[config.mk]
export PLATFORM = sky130hd
export DESIGN_NAME = irq_merge_unit
export DESIGN_NICKNAME = d
export VERILOG_FILES = /design/src/rtl/irq_merge_unit.sv
export SDC_FILE = /design/constraint.sdc
export NUM_CORES = 1
export LEC_CHECK = 0
export ABC_AREA = 1
export BUFFER_PORTS_ARGS = -buffer_cell sky130_fd_sc_hd__buf_4
export CAP_MARGIN = 20
export CORE_MARGIN = 2
export CORE_UTILIZATION = 34
export CTS_CLUSTER_SIZE = 8
export DETAILED_ROUTE_END_ITERATION = 8
export PLACE_DENSITY_LB_ADDON = 0.15
export RECOVER_POWER = 50
export SYNTH_ARGS = -nofsm -noshare
export SYNTH_HDL_FRONTEND = slang
export SYNTH_SLANG_ARGS = --single-unit
[constraint.sdc]
create_clock -name clk -period 1 [get_ports clk]
set_clock_uncertainty 0.1 [all_clocks]
set_input_delay 0.05 -clock clk [delete_from_list [all_inputs] [get_ports clk]]
set_output_delay 0.05 -clock clk [all_outputs]
set_load 0.02 [all_outputs]
[src/rtl/irq_merge_unit.sv]
module irq_merge_unit #(
  parameter int DW       = 32,
  parameter int AW       = 8,
  parameter int NUM_INTX = 4,
  parameter int INTX_LSB = 5,
  parameter int MSI_BIT  = 3,
  parameter int STAT_OFS = 0,
  parameter int ENAB_OFS = 4
) (
  input  logic                clk,
  input  logic                rst_n,
  input  logic [NUM_INTX-1:0] intx_lvl,
  input  logic                msi_pend,
  input  logic                bus_wr,
  input  logic [AW-1:0]       bus_addr,
  input  logic [DW-1:0]       bus_wdata,
  output logic [DW-1:0]       bus_rdata,
  output logic                irq_out
);
  localparam logic [DW-1:0] ONE        = {{(DW-1){1'b0}}, 1'b1};
  localparam logic [DW-1:0] INTX_FIELD = ((ONE << NUM_INTX) - ONE) << INTX_LSB;
  localparam logic [DW-1:0] MSI_FIELD  = ONE << MSI_BIT;
  localparam logic [DW-1:0] FIELD      = INTX_FIELD | MSI_FIELD;

  logic [DW-1:0] st_q, en_q, src_vec, clr_vec;
  logic          irq_q, wr_stat, wr_enab, sel_stat, sel_enab;

  always_comb begin
    src_vec = '0;
    src_vec[INTX_LSB +: NUM_INTX] = intx_lvl;
    src_vec[MSI_BIT] = msi_pend;
  end

  assign sel_stat = (bus_addr == AW'(STAT_OFS));
  assign sel_enab = (bus_addr == AW'(ENAB_OFS));
  assign wr_stat  = bus_wr && sel_stat;
  assign wr_enab  = bus_wr && sel_enab;
  assign clr_vec  = wr_stat ? (bus_wdata & FIELD) : '0;

  always_ff @(posedge clk) begin
    if (!rst_n) begin
      st_q  <= '0;
      en_q  <= '0;
      irq_q <= 1'b0;
    end else begin
      st_q  <= (st_q & ~clr_vec) | src_vec;
      if (wr_enab) en_q <= bus_wdata & FIELD;
      irq_q <= |(st_q & en_q);
    end
  end

  assign bus_rdata = sel_stat ? st_q : (sel_enab ? en_q : '0);
  assign irq_out   = irq_q;

  // a live source always shows in the status word one edge later, clear or not
  assert_src_captured_R4: assert property (@(posedge clk) disable iff (!rst_n)
    1'b1 |=> ((st_q[INTX_LSB +: NUM_INTX] & $past(intx_lvl)) == $past(intx_lvl)));

  assert_w1c_clears_R3: assert property (@(posedge clk) disable iff (!rst_n)
    wr_stat |=> ((st_q & $past(bus_wdata & FIELD & ~src_vec)) == '0));

  assert_no_spurious_set_R9: assert property (@(posedge clk) disable iff (!rst_n)
    1'b1 |=> ((st_q & ~$past(st_q) & ~$past(src_vec)) == '0));

  assert_enable_holds_R6: assert property (@(posedge clk) disable iff (!rst_n)
    !wr_enab |=> $stable(en_q));

  assert_unused_zero_R8: assert property (@(posedge clk) disable iff (!rst_n)
    ((st_q | en_q) & ~FIELD) == '0);

  assert_quiet_output_R7: assert property (@(posedge clk) disable iff (!rst_n)
    ((st_q & en_q) == '0) |=> !irq_out);
endmodule

== Yosys cells after proc, flatten, opt, wreduce, memory -nomap -nowiden ==
Index checks and enable logic that the tools add are counted.
Word-level totals
  flip-flop bits (word level): 38
  logic and storage cells: 15
Cells by class
  equality and inequality tests: 1
  multiplexer cells: 3
  bitwise logic cells: 4
  reduce and logical (&&, ||, !) cells: 4
Operators by type and width (number)
  AND 32 bit: 1
  AND 32 x 9 -> 32 bit: 1
  2-to-1 mux 32 bit: 1
  inverter 9 -> 32 bit: 1
  bitwise OR 32 x 9 -> 32 bit: 1
  OR reduction 32 bit: 1
  2-to-1 mux 9 bit: 2
  == test 8 x 3 -> 1 bit, second input constant: 1
  logical NOT 8 bit: 1
  logical AND 1 bit: 2

== Longest topological paths before layout ==
  word-level depth: 6
  gate-level depth with buffers: 6

== Least setup slack after synthesis ==
No wires, ideal clock.
  kind: input to register
  from: in bus_addr[7]
  to: reg st_q[3]
  arrival: 0.684 ns
  required time: 0.768 ns
  slack: 0.084 ns
  cell stages on the path: 6
  buffers on the path: 0
  cell sequence: nor2_1 -> nand2_1 -> nor2_2 -> nand3_1 -> nand2_1 -> a21oi_1
Between the ends
  cells in the longest elaborated chain, start to end: 6
Ends and longest elaborated chain
  start, declared: line 15  | input logic [AW-1:0] bus_addr,
  logical NOT 8 bit: line 34  | assign sel_stat = (bus_addr == AW'(STAT_OFS));
  logical AND 1 bit: line 36  | assign wr_stat = bus_wr && sel_stat;
  2-to-1 mux 9 bit: line 38  | assign clr_vec = wr_stat ? (bus_wdata & FIELD) : '0;
  inverter 9 -> 32 bit: line 46  | st_q <= (st_q & ~clr_vec) | src_vec;
  AND 32 bit: line 46
  bitwise OR 32 x 9 -> 32 bit: line 46
  end signal, assigned: line 46
  end, declared: line 25  | logic [DW-1:0] st_q, en_q, src_vec, clr_vec;
Every way passes these cells.
A chain may end at the register's enable or synchronous reset.

== Worst setup path after layout ==
  from: reg st_q[6]
  to: out bus_rdata[6]
Between the ends
  cells in the longest elaborated chain, start to end: 1
Ends and longest elaborated chain
  2-to-1 mux 32 bit: line 52  | assign bus_rdata = sel_stat ? st_q : (sel_enab ? en_q : '0);
  end, declared: line 17  | output logic [DW-1:0] bus_rdata,
Every way passes these cells.

==> results.yml <==
status:
  status: "finished with violations"
  violations: "setup timing"
critical_path:
  start_kind: "flop"
  worstPathArrival_ns: 0.96
  crit_path_end_kind: "output port"
  cp.required_ns: 0.85
  path_class: "flop to output port"
  worstPathMaxFanout: 2
floorplanning:
  core_area_um2: 2000
  num_rows: 16
  io_pins: 81
  die-area_um2: 2570
  dieWidth_um: 50.7
  start_util_pct: 37.1
  die_h_um: 50.7
finish:
  drive_gt1_share_pct: 43.3
  n_antenna_cell: 0
  num-fill-cells: 197
  fin_util_pct: 59.6
  final_nets: 206
  synthToLayoutAreaGrowth_pct: 60.7
  final_cell_area_um2: 1190
synth:
  synthMuxAreaShare_pct: 0
  syn_inst: 108
  synth_cell_types: 16
  synth.top_cell.area_share_pct: 29.7
  yosys-top-cells-area: "dfxtp_1, buf_4, nand2_1, a21oi_1, nand3_1"
  synthXorXnorAreaFrac_pct: 0
  synth_adder_area_share_pct: 0
  ys_warn_count: 0
  synthSimpleGateAreaFrac_pct: 27.8
  synth.yosys.seq_area_share_pct: 29.7
  synth.cell_area_um2: 742
  synth_top_area_cell: "dfxtp_1"
  ys_ff_latch: 11
  post_synth.cell_area_avg_um2: 6.87
  synth_compound_area_share_pct: 8.94
  synth_top_family_by_area: "buffers and inverters"
cts:
  cts-root-buf: "clkbuf_4"
  numCtsBuffers: 3
  h-tree-depth: 1
  clock_latency_ns: 0.28
  path_clk_slew_ns: 0.07
  cts_tree: "built"
  cts.sinks: 11
  clockBufferDepth: 2
place:
  gp_congestion: 0.733
  place_area_um2: 876
  port_buffers: 26
  hpwl_um: 1160
power:
  ir_drop_mv: 0.746
  p_switching_mw: 0.322
  internal-power_mw: 0.715
  combPwrFrac_pct: 24.9
  p_clk_share_pct: 30.3
  p_sw_share_pct: 31.0
  seqPwrFrac_pct: 44.8
  powerDensity_nw_per_um2: 870
  leakagePower_nw: 0.597
drt:
  drt_wl_total_um: 1750
  drtPass1Iterations: 4
  route.detailed.drc: 0
  drtIter0Drc: 5
  drt.antenna.violating_nets: 0
  viasPerCell: 4.04
  wire_per_inst_um: 9.52
  num_vias: 743
sta:
  hold_violations: 0
  post-route-period-util_pct: 111
  drv_slew: 0
  rsz0062_at_grt: "true"
  fmax_mhz: 899
  layout_min_cycle_time_ns: 1.11
  setup_violations: 4
  final.setup.worst_slack_ns: -0.112
flow_run:
  maxCapViolations: 0
grt:
  grt_pass1_vias: 680
  grtUsageTotal_pct: 14.4
  grt_pass1_wl_um: 2780
  antenna_found_initial: 0
  grt_max_degree: 12
  grt-ovfl-total: 0
hold_path:
  min_path_type: "primary input to flop"
==> registers in the layout, indices dropped and copies added (netlist names) <==
signal	flops
en_q	5
irq_out	1
st_q	5
==> synthesized netlist by cell type, drive strengths merged <==
library cell,count
nor2,6
inv,6
nand3,10
clkbuf,1
dfxtp,11
nand3b,1
conb,1
a31oi,1
a22o,1
buf,29
nand2,30
a21oi,10
and3,1
==> power by group through the flow <==
stage | combinational, mW | sequential, mW | clock, mW
floorplan | 0.205 | 0.471 | 0
global placement | 0.191 | 0.473 | 0
detailed placement | 0.192 | 0.473 | 0
CTS | 0.235 | 0.465 | 0.333
global route | 0.279 | 0.466 | 0.347
finish | 0.258 | 0.464 | 0.314
==> metal layers <==
metal  vias up  GRT usage [%]  share of wire (%)
li1        384              -                  -
met1       326           16.7                 40
met2        28           25.0                 52
met3         5           2.08                5.3
met4         0           8.11                2.2
met5         -              0                  0
==> worst paths after layout <==
path / startpoint / endpoint / slack, ns / cells past startpoint
setup / recovery: st_q[6] / bus_rdata[6] / -0.11 / 2
hold / removal: bus_wr / en_q[6] / 0.004 / 3
setup reg to reg: en_q[6] / irq_out / 0.04 / 4
hold reg to reg: st_q[3] / st_q[3] / 0.37 / 2
==> critical path: stages (launching register included) <==
cell and delay, ns:
dfxtp_2 0.32, a22o_4 0.24, buf_6 0.13
==> cell families (layout without fill, tap and decap cells) <==
logic type	after synthesis	after routing
and+or+nand+nor	48	48
other	1	27
DFF	11	11
AOI/OAI and AO/OA	12	12
buffers and inverters	36	59
==> through the flow <==
| stage | instances | setup WS (ns) | TNS, ns | power, mW | hold slack (ns) |
|---|---|---|---|---|---|
| detailed placement | 161 | -0.0861 | -0.762 | 0.666 | 0.203 |
| global placement | 161 | -0.0614 | -0.541 | 0.665 | 0.200 |
| global route | 184 | -0.135 | -0.367 | 1.09 | 0.0192 |
| CTS | 180 | -0.117 | -0.240 | 1.03 | 0.000222 |
| floorplan | 134 | 0.0836 | 0 | 0.676 | 0.0791 |
| finish | 184 | -0.112 | -0.146 | 1.04 | 0.00432 |
==> what timing repair did <==
action,CTS,global route
pin swaps,8,10
endpoints found under the setup margin,5,5
resized for setup,25,16
setup buffers,5,4
endpoints found under the hold margin,10,0
hold buffers,10,0
==> area by class of cell <==
| cell class | instances | area, um^2 | area share (%) |
|---|---|---|---|
| inverter | 6 | 22.5 | 1.89 |
| clock buffer | 4 | 26.3 | 2.20 |
| sequential | 11 | 235 | 19.7 |
| multi-input combinational | 87 | 447 | 37.5 |
| tap | 27 | 33.8 | 2.83 |
| timing repair buffer | 49 | 428 | 35.9 |
==> cell usage in the layout, fill, tap and decap left out, types with 6 or more instances in the layout <==
cell,instances
conb_1,27
nand2_1,20
a21oi_1,10
clkbuf_4,6
dfxtp_2,9
inv_1,6
buf_6,10
buf_4,25
nand2_2,8
nand3_1,10
dlygate4sd3_1,10
(Power assumes the default switching activity.)
